$ cat src/rtl/byte_slave_pkg.sv
// Package: shared register codes, size code and handshake state type for
// the byte register bus slave.
package byte_slave_pkg;
    localparam int unsigned REG_TXD  = 0;
    localparam int unsigned REG_TXC  = 1;
    localparam int unsigned REG_RXD  = 2;
    localparam int unsigned REG_RXC  = 3;
    localparam int unsigned REG_SER  = 4;
    localparam int unsigned REG_LAST = REG_SER;
    localparam int unsigned SIZE_BYTE = 1;
    localparam int unsigned TXC_EN_BIT   = 6;
    localparam int unsigned STAT_BIT     = 7;

    typedef enum logic {
        HS_IDLE = 1'b0,
        HS_ACK  = 1'b1
    } hs_state_t;
endpackage

$ cat src/rtl/bsl_handshake.sv
// Module: bsl_handshake
// Bus-side handshake. Detects the start of an access (select and strobe both
// low while idle), raises a one-cycle accept pulse, holds the active-low byte
// acknowledge until the strobe rises, then raises a release pulse.
// Assumes: the master keeps select and strobe stable while waiting and raises
// the strobe to end the access.
module bsl_handshake
    import byte_slave_pkg::*;
(
    input  logic clk,
    input  logic rst_n,
    input  logic sel_n,
    input  logic as_n,
    output logic accept,
    output logic release_p,
    output logic ack_n
);
    hs_state_t state;

    // Start and end of an access, decoded from the current state.
    always_comb begin
        accept    = (state == HS_IDLE) && !sel_n && !as_n;
        release_p = (state == HS_ACK) && as_n;
    end

    // State register and registered acknowledge.
    always_ff @(posedge clk) begin
        if (!rst_n) begin
            state <= HS_IDLE;
            ack_n <= 1'b1;
        end else if (accept) begin
            state <= HS_ACK;
            ack_n <= 1'b0;
        end else if (release_p) begin
            state <= HS_IDLE;
            ack_n <= 1'b1;
        end
    end
endmodule

$ cat src/rtl/bsl_rdmux.sv
// Module: bsl_rdmux
// Combinational read byte selection from register state.
// Assumes: address validity is judged by the caller; unknown codes give 0.
module bsl_rdmux
    import byte_slave_pkg::*;
#(
    parameter int unsigned ADDR_W = 3,
    parameter int unsigned LANE_W = 8
) (
    input  logic [ADDR_W-1:0] addr,
    input  logic [LANE_W-1:0] tx_byte,
    input  logic              tx_en,
    input  logic              busy,
    input  logic [LANE_W-1:0] rx_hold,
    input  logic              ready,
    input  logic [LANE_W-1:0] ser_byte,
    output logic [LANE_W-1:0] rd_byte
);
    // Pick the byte returned for the addressed register.
    always_comb begin
        rd_byte = '0;
        case (addr)
            ADDR_W'(REG_TXD): rd_byte = tx_byte;
            ADDR_W'(REG_TXC): begin
                rd_byte[STAT_BIT]   = busy;
                rd_byte[TXC_EN_BIT] = tx_en;
            end
            ADDR_W'(REG_RXD): rd_byte = rx_hold;
            ADDR_W'(REG_RXC): rd_byte[STAT_BIT] = ready;
            ADDR_W'(REG_SER): rd_byte = ser_byte;
            default:          rd_byte = '0;
        endcase
    end
endmodule

$ cat src/rtl/bsl_regs.sv
// Module: bsl_regs
// Register state: transmit enable, busy and ready flags, the held bytes and
// the link strobes. Performs the access on the accept pulse and registers the
// read data, which is cleared again on the release pulse.
// Assumes: accept and release_p never coincide.
module bsl_regs
    import byte_slave_pkg::*;
#(
    parameter int unsigned ADDR_W = 3,
    parameter int unsigned SIZ_W  = 3,
    parameter int unsigned DATA_W = 32,
    parameter int unsigned LANE_W = 8
) (
    input  logic              clk,
    input  logic              rst_n,
    input  logic              accept,
    input  logic              release_p,
    input  logic              rd,
    input  logic [ADDR_W-1:0] addr,
    input  logic [SIZ_W-1:0]  siz,
    input  logic [DATA_W-1:0] wdata,
    output logic [DATA_W-1:0] rdata,
    output logic              tx_en,
    output logic              tx_strobe,
    output logic [LANE_W-1:0] tx_byte,
    input  logic              tx_done,
    input  logic              rx_valid,
    input  logic [LANE_W-1:0] rx_byte,
    output logic              ser_strobe,
    output logic [LANE_W-1:0] ser_byte
);
    localparam int unsigned LOW_W = DATA_W - LANE_W;

    logic              busy;
    logic              ready;
    logic [LANE_W-1:0] rx_hold;
    logic [LANE_W-1:0] wr_byte;
    logic [LANE_W-1:0] rd_byte;
    logic              legal;
    logic              do_wr;
    logic              do_rd;

    // Decode: legal byte access to a known register.
    always_comb begin
        wr_byte = wdata[DATA_W-1 -: LANE_W];
        legal   = (siz == SIZ_W'(SIZE_BYTE)) && (addr <= ADDR_W'(REG_LAST));
        do_wr   = accept && legal && !rd;
        do_rd   = accept && legal && rd;
    end

    bsl_rdmux #(.ADDR_W(ADDR_W), .LANE_W(LANE_W)) u_rdmux (
        .addr     (addr),
        .tx_byte  (tx_byte),
        .tx_en    (tx_en),
        .busy     (busy),
        .rx_hold  (rx_hold),
        .ready    (ready),
        .ser_byte (ser_byte),
        .rd_byte  (rd_byte)
    );

    // Transmit side: enable, held byte, strobe and busy flag (write beats done).
    always_ff @(posedge clk) begin
        if (!rst_n) begin
            tx_en     <= 1'b0;
            tx_byte   <= '0;
            tx_strobe <= 1'b0;
            busy      <= 1'b0;
        end else begin
            tx_strobe <= 1'b0;
            if (tx_done) busy <= 1'b0;
            if (do_wr && addr == ADDR_W'(REG_TXD)) begin
                tx_byte   <= wr_byte;
                tx_strobe <= 1'b1;
                busy      <= 1'b1;
            end
            if (do_wr && addr == ADDR_W'(REG_TXC)) tx_en <= wr_byte[TXC_EN_BIT];
        end
    end

    // Receive side: held byte and ready flag (arrival beats read clear).
    always_ff @(posedge clk) begin
        if (!rst_n) begin
            rx_hold <= '0;
            ready   <= 1'b0;
        end else begin
            if (do_rd && addr == ADDR_W'(REG_RXD)) ready <= 1'b0;
            if (rx_valid) begin
                rx_hold <= rx_byte;
                ready   <= 1'b1;
            end
        end
    end

    // Serial control: held byte and write strobe.
    always_ff @(posedge clk) begin
        if (!rst_n) begin
            ser_byte   <= '0;
            ser_strobe <= 1'b0;
        end else begin
            ser_strobe <= 1'b0;
            if (do_wr && addr == ADDR_W'(REG_SER)) begin
                ser_byte   <= wr_byte;
                ser_strobe <= 1'b1;
            end
        end
    end

    // Read data on the top lane, valid while acknowledged.
    always_ff @(posedge clk) begin
        if (!rst_n) begin
            rdata <= '0;
        end else if (accept) begin
            rdata <= do_rd ? {rd_byte, {LOW_W{1'b0}}} : '0;
        end else if (release_p) begin
            rdata <= '0;
        end
    end
endmodule

$ cat src/rtl/byte_reg_slave.sv
// Module: byte_reg_slave
// Top of the byte register bus slave: handshake plus register state. Only
// the byte acknowledge line is ever driven low; the other completion lines
// and the late error line are tied inactive.
// Assumes: one master, byte data on the top lane of the data bus.
module byte_reg_slave #(
    parameter int unsigned ADDR_W = 3,
    parameter int unsigned SIZ_W  = 3,
    parameter int unsigned DATA_W = 32,
    parameter int unsigned LANE_W = 8
) (
    input  logic              clk,
    input  logic              rst_n,
    input  logic              sel_n,
    input  logic              as_n,
    input  logic [SIZ_W-1:0]  siz,
    input  logic              rd,
    input  logic [ADDR_W-1:0] addr,
    input  logic [DATA_W-1:0] wdata,
    output logic [DATA_W-1:0] rdata,
    output logic              ack_lo_n,
    output logic              ack_byte_n,
    output logic              ack_hi_n,
    output logic              lerr_n,
    output logic              tx_en,
    output logic              tx_strobe,
    output logic [LANE_W-1:0] tx_byte,
    input  logic              tx_done,
    input  logic              rx_valid,
    input  logic [LANE_W-1:0] rx_byte,
    output logic              ser_strobe,
    output logic [LANE_W-1:0] ser_byte
);
    logic accept;
    logic release_p;

    // Unused completion and error lines stay inactive.
    always_comb begin
        ack_lo_n = 1'b1;
        ack_hi_n = 1'b1;
        lerr_n   = 1'b1;
    end

    bsl_handshake u_hs (
        .clk       (clk),
        .rst_n     (rst_n),
        .sel_n     (sel_n),
        .as_n      (as_n),
        .accept    (accept),
        .release_p (release_p),
        .ack_n     (ack_byte_n)
    );

    bsl_regs #(
        .ADDR_W(ADDR_W), .SIZ_W(SIZ_W), .DATA_W(DATA_W), .LANE_W(LANE_W)
    ) u_regs (
        .clk        (clk),
        .rst_n      (rst_n),
        .accept     (accept),
        .release_p  (release_p),
        .rd         (rd),
        .addr       (addr),
        .siz        (siz),
        .wdata      (wdata),
        .rdata      (rdata),
        .tx_en      (tx_en),
        .tx_strobe  (tx_strobe),
        .tx_byte    (tx_byte),
        .tx_done    (tx_done),
        .rx_valid   (rx_valid),
        .rx_byte    (rx_byte),
        .ser_strobe (ser_strobe),
        .ser_byte   (ser_byte)
    );
endmodule

$ cat config.mk
export PLATFORM = sky130hd
export DESIGN_NAME = byte_reg_slave
export DESIGN_NICKNAME = d
export VERILOG_FILES = /design/src/rtl/byte_slave_pkg.sv /design/src/rtl/bsl_handshake.sv /design/src/rtl/bsl_rdmux.sv /design/src/rtl/bsl_regs.sv /design/src/rtl/byte_reg_slave.sv
export SDC_FILE = /design/constraint.sdc
export NUM_CORES = 1
export LEC_CHECK = 0
export BUFFER_PORTS_ARGS = -buffer_cell sky130_fd_sc_hd__clkbuf_2
export CORE_ASPECT_RATIO = 0.75
export CORE_UTILIZATION = 44
export DETAILED_ROUTE_END_ITERATION = 12
export HOLD_SLACK_MARGIN = 0.08
export PLACE_DENSITY = 0.86
export SLEW_MARGIN = 30
export SYNTH_ARGS = -nofsm -noshare
export SYNTH_HDL_FRONTEND = slang
export SYNTH_SLANG_ARGS = --single-unit
$ cat constraint.sdc
create_clock -name clk -period 1.7 [get_ports clk]
set_clock_uncertainty 0.1 [all_clocks]
set_input_delay 0.51 -clock clk [delete_from_list [all_inputs] [get_ports clk]]
set_output_delay 0.51 -clock clk [all_outputs]
set_load 0.03 [all_outputs]
==> flow_metrics.py <==
metrics = {
    "synth": {
        "netlist_instances": 200,
        "syn_area_per_cell_um2": 9.80,
        "ys_seq_area_share_pct": 39.8,
        "synth_cell_types": 37,
        "ys_seq_elements": 39,
        "ys_warn_count": 0,
        "syn-cell-area_mm2": 0.00196,
    },
    "clock_network": {
        "cts_buffers": 5,
        "cts_root_buf": "clkbuf_8",
        "cts_sinks": 39,
        "cts_buffer_depth": 2,
        "post_cts_buffers": 0,
        "ctsHoldBuffers": 0,
        "cts.repair.resized": 0,
        "cts.clk_slew.worst_paths_ps": 70,
        "h-tree-depth": 2,
        "clkLatencyLatePin_ps": 290,
        "cts_tree": "yes",
    },
    "power": {
        "power.internal_mw": 1.30,
        "seqPwrFrac_pct": 52.2,
        "p_sw_share_pct": 27.9,
        "clockPowerShare_pct": 33.4,
        "p_total_mw": 1.80,
        "ir_worst_vdd_v": 0.000374,
        "switchingPower_mw": 0.502,
        "p_comb_share_pct": 14.4,
        "p_leak_nw": 1.18,
        "pwr_density_cell_mw_per_mm2": 770,
    },
    "critical_path": {
        "end_kind": "output port",
        "r2r_end": "u_regs.rdata[28]",
        "worstPathRequired_ps": 1090,
        "crit_family": "flip-flops",
        "cp_num_cells": 1,
        "critPathKind": "register to output port",
        "start_kind": "register",
        "reg2reg_depth": 3,
        "reg2reg_slack_ps": 290,
        "crit_chain": "clkbuf_2",
        "critPathMaxStageDelay_ps": 380,
        "cp.arrival_ps": 890,
        "cp_slowest_cell": "dfxtp_1",
        "critPathMaxFanout": 3,
        "r2r-start": "u_hs.state",
        "crit_buf_inv": 1,
    },
    "routing": {
        "first_pass_iters": 4,
        "avgViaCountPerCell": 4.77,
        "vias": 1511,
        "drc": 0,
        "avgRoutedWirePerCell_um": 13.2,
        "ant_nets": 0,
        "wl_um": 4190,
        "drt_iter0_markers": 131,
    },
    "hold_path": {
        "holdPathStages": 3,
        "hold_path.class": "input port to register",
        "worstHoldStart": "wdata[29]",
        "hold_end": "u_regs.tx_byte[5]",
    },
    "placement": {
        "port_buffers": 56,
        "routabilityCongestion": 0.815,
        "numPlacedInstances": 309,
        "dpl.hpwl_um": 3200,
        "dp_slack_ps": 21.9,
        "placed_area_mm2": 0.00225,
    },
    "layout": {
        "num-fill-cells": 388,
        "layout_common_cells": "56 x clkbuf_2, 39 x dfxtp_1, 31 x mux2i_1",
        "mostFrequentLayoutCell": "clkbuf_2",
        "area_growth_pct": 19.2,
        "fin_area_mm2": 0.00234,
        "diodes": 0,
        "final_cells": 317,
        "nets": 314,
        "final_layout_size_suffix_gt1_share_pct": 32.4,
    },
    "sta": {
        "timing.final.hold_violations": 0,
        "rsz0062_at_grt": "no",
        "final_max_slew_viol_count": 0,
        "layout_setup_ws_ps": 198,
        "max_freq_mhz": 666,
        "finalCritPeriodShare_pct": 88.4,
        "finalSetupViolCount": 0,
        "period_needed_ps": 1500,
        "tns_ps": 0,
    },
    "global_route": {
        "grt_pass1_wl_um": 6550,
        "grt_pass1_vias": 1337,
        "grt_overflow": 0,
        "track_usage_pct": 18.9,
        "antenna_found_initial": 0,
        "grt_max_degree": 35,
    },
    "die": {
        "std_cell_rows": 20,
        "dieWidth_um": 79.1,
        "core_area_mm2": 0.00415,
        "boundaryPins": 108,
        "die-area_mm2": 0.00473,
        "die_h_um": 59.8,
        "initial_utilization_pct": 47.2,
    },
    "status": {
        "outcome": "finished clean",
    },
    "run": {
        "drv_cap": 0,
    },
}
==> through the flow <==
| step | utilization, % | hold WS [ps] |
|---|---|---|
| floorplan | - | 344 |
| global placement | 54.2 | 357 |
| detailed placement | 54.2 | 367 |
| CTS | 56.3 | 358 |
| global route | 56.3 | 373 |
| finish | 56.3 | 365 |
==> kinds of logic after synthesis <==
group | count (synthesis) | synth area share, %
other | 2 | 0.383
buffers and inverters | 38 | 13.1
muxes | 34 | 17.5
DFF | 39 | 39.8
and+or+nand+nor | 64 | 19.7
AOI/OAI and AO/OA | 23 | 9.38
==> area by class of cell <==
type / count / area (µm²) / area share (%)
flip-flops and latches: 39 / 781 / 33.4
well taps: 55 / 68.8 / 2.94
clock inverters: 3 / 15.0 / 0.642
repair buffers: 67 / 388 / 16.6
multi-input cells: 148 / 1020 / 43.5
clock buffers: 5 / 68.8 / 2.94
==> worst max-delay path by stage <==
stage               slack [ps]               end          startpoint
finish                     200        tx_byte[7]   u_regs.tx_byte[7]
global route               160       ser_byte[7]  u_regs.ser_byte[7]
CTS                        180       ser_byte[7]  u_regs.ser_byte[7]
detailed placement          20  u_regs.rdata[28]                as_n
global placement            30  u_regs.rdata[30]             addr[2]
floorplan                  120  u_regs.rdata[24]                as_n
==> flip-flops by register name, summed over array words and instances (netlist names) <==
name,count
u_hs.ack_n,1
u_hs.state,1
u_regs.busy,1
u_regs.rdata,8
u_regs.ready,1
u_regs.rx_hold,8
u_regs.ser_byte,8
u_regs.ser_strobe,1
u_regs.tx_byte,8
u_regs.tx_en,1
u_regs.tx_strobe,1
==> power groups by stage <==
stage | sequential, mW | combinational, mW | clock [mW]
after floorplan | 0.964 | 0.228 | 0
after global placement | 0.961 | 0.255 | 0
after detailed placement | 0.962 | 0.258 | 0
after CTS | 0.940 | 0.258 | 0.616
after global routing | 0.943 | 0.281 | 0.656
final | 0.941 | 0.258 | 0.601
==> metal layers <==
| layer | part of all wire (%) | GRT usage, % | vias to the layer above |
|---|---|---|---|
| met5 | 0 | 0 | - |
| met3 | 7.1 | 5.19 | 6 |
| li1 | - | - | 771 |
| met4 | 1.3 | 7.53 | 0 |
| met2 | 42 | 27.1 | 55 |
| met1 | 50 | 26.6 | 679 |
==> cells in the mapped netlist, drive strengths merged <==
library cell	instances	area (µm²)
and2	2	12.5
and4	2	17.5
nor2	3	11.3
nand2b	2	12.5
o21ai	2	10.0
mux2i	31	310
buf	34	243
o22ai	1	6.26
a211oi	1	7.51
nand3	1	5.00
a22oi	1	7.51
conb	2	7.51
a31oi	1	6.26
or3	1	11.3
and3	1	11.3
nor4bb	2	20.0
dfxtp	39	781
nor3b	3	27.5
nand2	27	101
nand4	4	31.3
clkbuf	4	15.0
nor2b	12	75.1
and4bb	2	25.0
and2b	1	8.76
a22o	6	52.6
mux2	3	33.8
o21a	1	7.51
nor3	1	16.3
a32oi	2	17.5
a21boi	1	7.51
o2bb2ai	7	61.3
Power figures use the tool's default switching activity.
